`src/rtl/gpio_group_intc_pkg.sv`:
```
package gpio_group_intc_pkg;

    localparam int LINES_PER_GROUP = 16;
    localparam int LINES_PER_SEL   = 4;
    localparam int SEL_W           = 4;
    localparam int SELS_PER_GROUP  = LINES_PER_GROUP / LINES_PER_SEL;
    localparam int GROUP_CFG_W     = SELS_PER_GROUP * SEL_W;
    localparam int NUM_W           = 4;
    localparam int BUS_W           = 32;
    localparam int ADDR_W          = 8;
    localparam int GROUPS_PER_WORD = BUS_W / LINES_PER_GROUP;

    typedef enum logic [SEL_W-1:0] {
        TRIG_LOW  = 4'd0,
        TRIG_HIGH = 4'd1,
        TRIG_FALL = 4'd2,
        TRIG_RISE = 4'd4,
        TRIG_BOTH = 4'd6
    } trig_mode_e;

    typedef enum logic [2:0] {
        RGN_TRIG = 3'd0,
        RGN_MASK = 3'd1,
        RGN_PEND = 3'd2,
        RGN_SVC  = 3'd3
    } reg_region_e;

    typedef struct packed {
        logic [NUM_W-1:0] group;
        logic [NUM_W-1:0] line;
    } svc_code_t;

    // Decide whether one line fires this cycle from its mode,
    // its current synchronized level and the level one cycle earlier.
    function automatic logic trig_hit(input logic [SEL_W-1:0] code,
                                      input logic now_v,
                                      input logic was_v);
        logic hit;
        case (code)
            TRIG_LOW:  hit = !now_v;
            TRIG_HIGH: hit = now_v;
            TRIG_FALL: hit = was_v && !now_v;
            TRIG_RISE: hit = !was_v && now_v;
            TRIG_BOTH: hit = was_v != now_v;
            default:   hit = 1'b0;
        endcase
        return hit;
    endfunction

endpackage

```
`src/rtl/gic_sync_edge.sv`:
```
module gic_sync_edge #(
    parameter int WIDTH = 16
) (
    input  logic             clk,
    input  logic             rst_n,
    input  logic [WIDTH-1:0] din,
    output logic [WIDTH-1:0] lvl,
    output logic [WIDTH-1:0] prv
);

    logic [WIDTH-1:0] meta_q;
    logic [WIDTH-1:0] sync_q;
    logic [WIDTH-1:0] last_q;

    always_ff @(posedge clk or negedge rst_n) begin
        if (!rst_n) begin
            meta_q <= '0;
            sync_q <= '0;
            last_q <= '0;
        end else begin
            meta_q <= din;
            sync_q <= meta_q;
            last_q <= sync_q;
        end
    end

    assign lvl = sync_q;
    assign prv = last_q;

endmodule

```
`src/rtl/gic_group_slice.sv`:
```
module gic_group_slice
    import gpio_group_intc_pkg::*;
(
    input  logic                       clk,
    input  logic                       rst_n,
    input  logic [LINES_PER_GROUP-1:0] lvl,
    input  logic [LINES_PER_GROUP-1:0] prv,
    input  logic                       cfg_we,
    input  logic                       mask_we,
    input  logic                       clr_we,
    input  logic [LINES_PER_GROUP-1:0] wdata,
    output logic [GROUP_CFG_W-1:0]     cfg_q,
    output logic [LINES_PER_GROUP-1:0] mask_q,
    output logic [LINES_PER_GROUP-1:0] pend_q
);

    logic [LINES_PER_GROUP-1:0] set_vec;
    logic [LINES_PER_GROUP-1:0] clr_vec;

    for (genvar l = 0; l < LINES_PER_GROUP; l++) begin : g_line
        localparam int SEL = l / LINES_PER_SEL;
        assign set_vec[l] = trig_hit(cfg_q[SEL*SEL_W +: SEL_W], lvl[l], prv[l]);
    end

    assign clr_vec = clr_we ? wdata : '0;

    always_ff @(posedge clk or negedge rst_n) begin
        if (!rst_n) begin
            cfg_q  <= '0;
            mask_q <= '1;
            pend_q <= '0;
        end else begin
            if (cfg_we) begin
                cfg_q <= wdata;
            end
            if (mask_we) begin
                mask_q <= wdata;
            end
            pend_q <= (pend_q & ~clr_vec) | set_vec;
        end
    end


    pend_w1c_chk: assert property (@(posedge clk) disable iff (!rst_n)
        (clr_we && ((set_vec & wdata) == '0)) |=> ((pend_q & $past(wdata)) == '0));


    pend_sticky_chk: assert property (@(posedge clk) disable iff (!rst_n)
        !clr_we |=> ((~pend_q & $past(pend_q)) == '0));

endmodule

```
`src/rtl/gic_service_pick.sv`:
```
module gic_service_pick
    import gpio_group_intc_pkg::*;
#(
    parameter int NUM_GROUPS = 8
) (
    input  logic                                  clk,
    input  logic                                  rst_n,
    input  logic [NUM_GROUPS*LINES_PER_GROUP-1:0] act,
    output svc_code_t                             svc
);

    localparam int TOT   = NUM_GROUPS * LINES_PER_GROUP;
    localparam int IDX_W = $clog2(TOT);

    logic [NUM_GROUPS-1:0]      grp_any;
    logic [NUM_W-1:0]           grp_sel;
    logic [LINES_PER_GROUP-1:0] row;
    logic [NUM_W-1:0]           line_sel;
    logic                       valid;

    for (genvar g = 0; g < NUM_GROUPS; g++) begin : g_any
        assign grp_any[g] = |act[g*LINES_PER_GROUP +: LINES_PER_GROUP];
    end

    // First level: lowest group holding any live line.
    always_comb begin
        grp_sel = '0;
        for (int g = NUM_GROUPS - 1; g >= 0; g--) begin
            if (grp_any[g]) begin
                grp_sel = NUM_W'(g);
            end
        end
    end

    assign valid = |grp_any;
    assign row   = act[grp_sel*LINES_PER_GROUP +: LINES_PER_GROUP];

    // Second level: lowest live line inside the chosen group.
    always_comb begin
        line_sel = '0;
        for (int l = LINES_PER_GROUP - 1; l >= 0; l--) begin
            if (row[l]) begin
                line_sel = NUM_W'(l);
            end
        end
    end

    always_comb begin
        if (valid) begin
            svc.group = grp_sel + NUM_W'(1);
            svc.line  = line_sel;
        end else begin
            svc.group = '0;
            svc.line  = '0;
        end
    end

    logic [IDX_W-1:0] chk_idx;
    logic [TOT-1:0]   below_hit;

    assign chk_idx   = IDX_W'((int'(svc.group) - 1) * LINES_PER_GROUP + int'(svc.line));
    assign below_hit = (TOT'(1) << chk_idx) - TOT'(1);


    svc_live_chk: assert property (@(posedge clk) disable iff (!rst_n)
        (svc.group != '0) |-> act[chk_idx]);


    svc_lowest_chk: assert property (@(posedge clk) disable iff (!rst_n)
        (svc.group != '0) |-> ((act & below_hit) == '0));


    svc_none_chk: assert property (@(posedge clk) disable iff (!rst_n)
        (act == '0) |-> (svc == '0));

endmodule

```
`src/rtl/gpio_group_intc.sv`:
```
module gpio_group_intc
    import gpio_group_intc_pkg::*;
#(
    parameter int NUM_GROUPS = 8
) (
    input  logic                                  clk,
    input  logic                                  rst_n,
    input  logic [NUM_GROUPS*LINES_PER_GROUP-1:0] gpio_in,
    input  logic                                  bus_wr_en,
    input  logic [ADDR_W-1:0]                     bus_addr,
    input  logic [BUS_W-1:0]                      bus_wdata,
    output logic [BUS_W-1:0]                      bus_rdata,
    output logic                                  irq_out
);

    localparam int TOT       = NUM_GROUPS * LINES_PER_GROUP;
    localparam int NUM_PAIRS = (NUM_GROUPS + GROUPS_PER_WORD - 1) / GROUPS_PER_WORD;

    reg_region_e region;
    logic [2:0]  pair;
    logic        aligned;

    assign region  = reg_region_e'(bus_addr[7:5]);
    assign pair    = bus_addr[4:2];
    assign aligned = (bus_addr[1:0] == 2'b00);

    logic [TOT-1:0] lvl_all;
    logic [TOT-1:0] prv_all;
    logic [TOT-1:0] act_all;

    logic [GROUP_CFG_W-1:0]     cfg_g  [NUM_GROUPS];
    logic [LINES_PER_GROUP-1:0] mask_g [NUM_GROUPS];
    logic [LINES_PER_GROUP-1:0] pend_g [NUM_GROUPS];

    gic_sync_edge #(
        .WIDTH (TOT)
    ) u_sync (
        .clk   (clk),
        .rst_n (rst_n),
        .din   (gpio_in),
        .lvl   (lvl_all),
        .prv   (prv_all)
    );

    for (genvar g = 0; g < NUM_GROUPS; g++) begin : g_grp
        localparam int P = g / GROUPS_PER_WORD;
        localparam int H = g % GROUPS_PER_WORD;

        logic hit;
        assign hit = bus_wr_en && aligned && (pair == 3'(P));

        gic_group_slice u_slice (
            .clk     (clk),
            .rst_n   (rst_n),
            .lvl     (lvl_all[g*LINES_PER_GROUP +: LINES_PER_GROUP]),
            .prv     (prv_all[g*LINES_PER_GROUP +: LINES_PER_GROUP]),
            .cfg_we  (hit && (region == RGN_TRIG)),
            .mask_we (hit && (region == RGN_MASK)),
            .clr_we  (hit && (region == RGN_PEND)),
            .wdata   (bus_wdata[H*LINES_PER_GROUP +: LINES_PER_GROUP]),
            .cfg_q   (cfg_g[g]),
            .mask_q  (mask_g[g]),
            .pend_q  (pend_g[g])
        );

        assign act_all[g*LINES_PER_GROUP +: LINES_PER_GROUP] = pend_g[g] & ~mask_g[g];
    end

    svc_code_t svc;

    gic_service_pick #(
        .NUM_GROUPS (NUM_GROUPS)
    ) u_pick (
        .clk   (clk),
        .rst_n (rst_n),
        .act   (act_all),
        .svc   (svc)
    );

    assign irq_out = (svc.group != '0);

    // Read mux: pair words are assembled from the two groups they hold.
    always_comb begin
        bus_rdata = '0;
        if (aligned) begin
            case (region)
                RGN_TRIG: begin
                    for (int g = 0; g < NUM_GROUPS; g++) begin
                        if (int'(pair) == g / GROUPS_PER_WORD) begin
                            bus_rdata[(g % GROUPS_PER_WORD)*LINES_PER_GROUP +: LINES_PER_GROUP] = cfg_g[g];
                        end
                    end
                end
                RGN_MASK: begin
                    for (int g = 0; g < NUM_GROUPS; g++) begin
                        if (int'(pair) == g / GROUPS_PER_WORD) begin
                            bus_rdata[(g % GROUPS_PER_WORD)*LINES_PER_GROUP +: LINES_PER_GROUP] = mask_g[g];
                        end
                    end
                end
                RGN_PEND: begin
                    for (int g = 0; g < NUM_GROUPS; g++) begin
                        if (int'(pair) == g / GROUPS_PER_WORD) begin
                            bus_rdata[(g % GROUPS_PER_WORD)*LINES_PER_GROUP +: LINES_PER_GROUP] = pend_g[g];
                        end
                    end
                end
                RGN_SVC: begin
                    if (pair == 3'd0) begin
                        bus_rdata = BUS_W'(svc);
                    end
                end
                default: bus_rdata = '0;
            endcase
        end
    end


    masked_quiet_chk: assert property (@(posedge clk) disable iff (!rst_n)
        (act_all == '0) |-> !irq_out);


    pair_range_chk: assert property (@(posedge clk) disable iff (!rst_n)
        (aligned && (region == RGN_PEND) && (int'(pair) >= NUM_PAIRS)) |-> (bus_rdata == '0));

endmodule

```
`config.mk`:
```
export PLATFORM = sky130hd
export DESIGN_NAME = gpio_group_intc
export DESIGN_NICKNAME = d
export VERILOG_FILES = /design/src/rtl/gpio_group_intc_pkg.sv /design/src/rtl/gic_sync_edge.sv /design/src/rtl/gic_group_slice.sv /design/src/rtl/gic_service_pick.sv /design/src/rtl/gpio_group_intc.sv
export SDC_FILE = /design/constraint.sdc
export NUM_CORES = 1
export LEC_CHECK = 0
export ABC_CLOCK_PERIOD_IN_PS = 4600
export BUFFER_PORTS_ARGS = -buffer_cell sky130_fd_sc_hd__buf_2
export CAP_MARGIN = 30
export CORE_MARGIN = 2
export CORE_UTILIZATION = 45
export DETAILED_ROUTE_END_ITERATION = 8
export GPL_ROUTABILITY_DRIVEN = 0
export GPL_TIMING_DRIVEN = 1
export PLACE_DENSITY = 0.71
export SLEW_MARGIN = 20
export SYNTH_ARGS = -nofsm -noshare
export SYNTH_HDL_FRONTEND = slang
export SYNTH_HIERARCHICAL = 1
export SYNTH_SLANG_ARGS = --single-unit
```
`constraint.sdc`:
```
create_clock -name clk -period 4.6 [get_ports clk]
set_input_delay 0.69 -clock clk [delete_from_list [all_inputs] [get_ports clk]]
set_output_delay 0.69 -clock clk [all_outputs]
set_load 0.01 [all_outputs]
```
### Yosys cells after proc, flatten, opt, wreduce, memory -nomap -nowiden

Cells that the tools add are included.
Widths: inputs -> output; s select.

| word-level totals | value |
|---|---|
| input bits | 171 |
| output and inout bits | 33 |
| register bits | 768 |
| logic and storage cells | 1097 |

| operators by class | value |
|---|---|
| muxes and demuxes | 188 |
| equal/unequal tests | 265 |
| reductions and logical operators | 575 |
| shift operators | 1 |
| bitwise logic cells | 40 |
| add/subtract/negate cells | 1 |

Operators by type and width:

| operator | number |
|---|---|
| $pmux 1 s5 | 128 |
| $mux 16 | 32 |
| $logic_and 1x1->1 | 273 |
| $and 16x16->16 | 16 |
| $eq 4x3->1 const B | 64 |
| $logic_not 1->1 | 256 |
| $not 16->16 | 16 |
| $eq 4x1->1 const B | 32 |
| $eq 4x2->1 const B | 32 |
| $logic_not 4->1 | 32 |
| $ne 1x1->1 | 128 |
| $or 16x16->16 | 8 |
| $pmux 32 s4 | 1 |
| $reduce_or 128->1 | 1 |
| $reduce_or 16->1 | 8 |
| $shiftx 128x8->16 | 1 |
| $mux 4 | 16 |
| $mux 32 | 1 |
| $mux 3 | 8 |
| $mux 8 | 2 |
| $eq 3x2->1 const B | 5 |
| $logic_not 3->1 | 3 |
| $eq 3x1->1 const B | 2 |
| $eq 3x3->1 const B | 2 |
| other kinds (3) | 3 |

### Depth between registers and ports, before layout

| logic depth | value |
|---|---|
| word-level depth | 32 |
| gate-level depth with buffers | 17 |
| gate-level depth less buffers | 14 |

### By module

The synthesis kept the hierarchy.

By module, submodules not included:

| module | cells each | seq. area each (um^2) | area each (um^2) | instances |
|---|---|---|---|---|
| gic_group_slice at g_grp[0].u_slice ... | 270 | 1221.2 | 2995.4 | 4 |
| gic_sync_edge | 384 | 9609.2 | 9609.2 | 1 |
| gic_group_slice at g_grp[5].u_slice ... | 273 | 1221.2 | 3014.1 | 3 |
| gpio_group_intc | 611 | 0.0 | 4167.7 | 1 |
| gic_group_slice at g_grp[4].u_slice | 273 | 1221.2 | 3017.9 | 1 |
| gic_service_pick | 235 | 0.0 | 1590.3 | 1 |

### Least setup slack after synthesis

OpenSTA, ideal clock, no wires.

| timing path | value |
|---|---|
| path kind | register -> output |
| from | reg g_grp[2].u_slice.mask_q[10] |
| to | out bus_rdata[0] |
| setup slack | 0.658 ns |
| stages on the path, launching flop included | 18 |
| arrival time | 3.252 ns |
| cell sequence | dfstp_2 -> nor2b_1 -> nor4_2 -> nand4_1 -> or2_0 -> buf_2 -> o21ai_4 -> inv_4 -> buf_6 -> buf_6 -> a21oi_2 -> o211ai_1 -> o31ai_2 -> o211ai_1 -> and3_1 -> o32ai_2 -> nand2_1 -> a41oi_1 |

RTL lines:

| element | line | text |
|---|---|---|
| start: declaration | gic_group_slice.sv:13 | `output logic [LINES_PER_GROUP-1:0] mask_q,` |
| start signal: assignment | gic_group_slice.sv:37 | `mask_q <= wdata;` |
| end: declaration | gpio_group_intc.sv:12 | `output logic [BUS_W-1:0] bus_rdata,` |

==> impl_metrics.tcl <==
set metrics [dict create \
    outcome "finished, violations left" \
    violations "setup timing" \
    critPathMaxStageDelay_ns 0.55 \
    io_buffers 203 \
    synth_area_um2 39400 \
    hold_path_class "input pin to asynchronous set/reset pin" \
    ys.flop_type "dfrtp_1" \
    r2r-end "g_grp[2].u_slice/pend_q[5]$_DFF_PN0_" \
    min_period_ns 5.43 \
    setup_ws_ns -0.827 \
    rrSetupSlack_ns 3.04 \
    numCtsBuffers 86 \
    synth_top_area_share_pct 40.6 \
    ir_drop_mv 0.313 \
    place_inst 4804 \
    tightestPinTransition_ns 0.866 \
    h-tree-depth 3 \
    seq_area_frac_synth_pct 49.2 \
    cts_root_buf "clkbuf_16" \
    grt_setup_unrepaired "yes" \
    crit_chain "nor2b_2 > nor4_2 > nand4_1 > buf_4 > nor4_4 > buf_4 > a31oi_1 > o211ai_1 > o41ai_4 > nand2_1 > o211ai_1 > and3_1 > o32ai_2 > nand2_1 > a41oi_2 > buf_4 > buf_6" \
    synth_area_per_cell_um2 11.6 \
    power_density_nw_per_um2 338 \
    final_hold_viol_count 0 \
    worst_setup_path_start_kind "flip-flop" \
    ff2ff_path_depth 4 \
    maxSlewViolCount 0 \
    insertion_delay_ns 0.66 \
    final_area_um2 46800 \
    clock_sinks 768 \
    die_area_um2 90000 \
    drv_cap 0 \
    worstSetupPathType "flip-flop to output port" \
    drt_pass1_iterations 8 \
    ys_top_cells_by_area "dfrtp_1 (41%), mux2_2 (9.3%), dfstp_2 (8.5%), ha_1 (8.2%), nor2b_1 (2.6%)" \
    pin_count 204 \
    clockBufferDepth 3 \
    area_delta_synth_final_pct 18.7 \
    grt_use_total_pct 24.5 \
    required_ns 3.91 \
    cts_tree "built" \
    cpMaxStageDelayCell "dfstp_2" \
    num-nets-final 4207 \
    fp.dieW_um 300 \
    syn_nets 3830 \
    die_h_um 300 \
    clock_skew_ns 0.0209 \
    overflow 0 \
    std_cell_rows 108 \
    vias 29100 \
    totalWireLength_mm 112 \
    cp_data_arrival_time_ns 4.74 \
    r2r_start "g_grp[2].u_slice/cfg_q[4]$_DFFE_PN0P_" \
    drc 0 \
    vias_per_cell 5.81 \
    synth_cells 3402 \
    grt_pass1_vias 29400 \
    p_leak_nw 20.7 \
    drive_gt1_share_pct 33.0 \
    diodes 0 \
    cp-startpoint "g_grp[3].u_slice/mask_q[13]$_DFFE_PN1P_" \
    clk_pin_slew_ns 0.06 \
    ant_nets 0 \
    ys_warn_count 6 \
    cp-end-kind "output port" \
    setup_violations 7 \
    crit_top_cell "buf_4" \
    crit_fanout 3 \
    nFillCells 7452 \
    synth_top_cell_by_area "dfrtp_1" \
    synth_edf_count 0 \
    grt_first_pass_wirelength_mm 172 \
    wire_per_inst_um 22.3 \
    dp_hpwl_mm 77.0 \
    postSynth.asyncResetShare_pct 100 \
    synthDistinctLibCells 87 \
    grt_max_degree 101 \
    ys_seq_elements 768 \
    antenna_found_initial 8 \
    hold-worst-slack_ns 0.0487 \
    max_freq_mhz 184 \
    drt-initial-drc-count 2530 \
    place_ws_ns -0.0451 \
    period_share_pct 118 \
    core_area_um2 86800 \
    stdcell_count 5007 \
    start_util_pct 45.4 \
    relSlewSlack_pct 42.3 \
    place_area_um2 42700 \
]
==> critical path: cells and delay by family, from the launching register on <==
family	cells	cell delay, ns
AND/OR/NAND/NOR	7	1.45
flip-flops	1	0.55
AO/OA/AOI/OAI	6	1.40
buffers and inverters	4	0.66
==> area by class of cell <==
| cell class | count | area [µm²] | area share [%] |
|---|---|---|---|
| clock buffer | 121 | 2490 | 5.32 |
| clock inverter | 40 | 439 | 0.939 |
| inverter | 260 | 986 | 2.11 |
| multi-input combinational | 2207 | 18800 | 40.2 |
| sequential | 768 | 19400 | 41.4 |
| tap | 1155 | 1450 | 3.09 |
| timing repair buffer | 456 | 3220 | 6.89 |
==> metrics by stage <==
stage | utilization (%) | power (mW) | TNS [ns]
final | 53.9 | 15.8 | -3.19
after global routing | 53.9 | 16.4 | -3.99
after CTS | 53.3 | 15.9 | -2.02
after detailed placement | 49.2 | 8.79 | -0.0810
after global placement | 49.2 | 8.75 | -0.0579
after floorplan | - | 8.18 | 0
==> worst max path at each step <==
| stage | cells past startpoint | endpoint | slack (ns) |
|---|---|---|---|
| CTS | 19 | bus_rdata[0] | -0.52 |
| detailed placement | 17 | bus_rdata[2] | -0.05 |
| finish | 17 | bus_rdata[0] | -0.83 |
| global placement | 17 | bus_rdata[2] | -0.03 |
| floorplan | 17 | bus_rdata[0] | 0.66 |
| global route | 17 | bus_rdata[0] | -0.97 |
==> registers in the layout, summed over array words and instances (netlist names) <==
signal / flops
g_grp.u_slice/mask_q: 128
u_sync/meta_q: 128
u_sync/lvl: 128
u_sync/prv: 128
g_grp.u_slice/pend_q: 128
g_grp.u_slice/cfg_q: 128
==> kinds of logic after synthesis <==
logic type	synth area share, %
AOI/OAI and AO/OA	14.3
DFF	49.2
adders and majority gates	8.16
muxes	9.78
and+or+nand+nor	11.1
xor gates and xnor gates	2.58
buffers and inverters	4.94
==> layer usage <==
layer	global-route usage, %	up-vias	share of wire [%]
met5	0	-	0.069
met4	10.5	14	4.3
met3	4.85	337	7.4
met2	38.2	1205	46
met1	33.3	14500	43
li1	-	13000	-
==> cells in the mapped netlist (all sizes together), types with 4 or more instances <==
master	n
a21o	19
and4bb	17
nor4bb	12
o211ai	45
a211o	8
a221oi	71
buf	138
o22ai	82
a221o	12
nor3	14
o22a	25
or3b	9
nor2	124
a21boi	69
or3	36
o221ai	36
inv	259
a31oi	19
nand2b	13
a211oi	15
nor4	43
o2bb2ai	17
nor2b	161
clkbuf	29
nand4	8
dfrtp	640
ha	257
nor3b	14
mux2i	16
and2	4
a22oi	49
a21oi	109
dfstp	128
nand3	6
nand3b	16
xor2	40
a222oi	16
nand2	158
mux2	328
nor4b	38
a2bb2oi	28
a41oi	8
o21ai	161
xnor2	76
==> placed cells by master (no fill, tap or decap), drive strengths merged, types with 19 or more instances in the layout <==
master,synthesis,layout
a21boi,69,69
a21o,19,19
a21oi,109,109
a221oi,71,71
a22oi,49,49
a2bb2oi,28,28
a31oi,19,19
buf,138,455
clkbuf,29,121
clkinv,1,23
dfrtp,640,640
dfstp,128,128
ha,257,257
inv,259,265
mux2,328,328
nand2,158,158
nor2,124,124
nor2b,161,161
nor4,43,43
nor4b,38,38
o211ai,45,45
o21ai,161,161
o221ai,36,36
o22a,25,25
o22ai,82,82
or3,36,36
xnor2,76,76
xor2,40,40
==> where the power goes <==
group | internal [mW] | switching, mW
clock | 4.19 | 2.88
sequential | 7.08 | 0.330
combinational | 0.561 | 0.760
==> repair_timing <==
action,4_1_cts,5_1_grt
endpoints found under the setup margin,7,8
pin swaps,47,49
hold buffers,0,0
setup buffers,28,12
gates resized for setup,76,94
cloned,3,0
(Power assumes the default switching activity.)
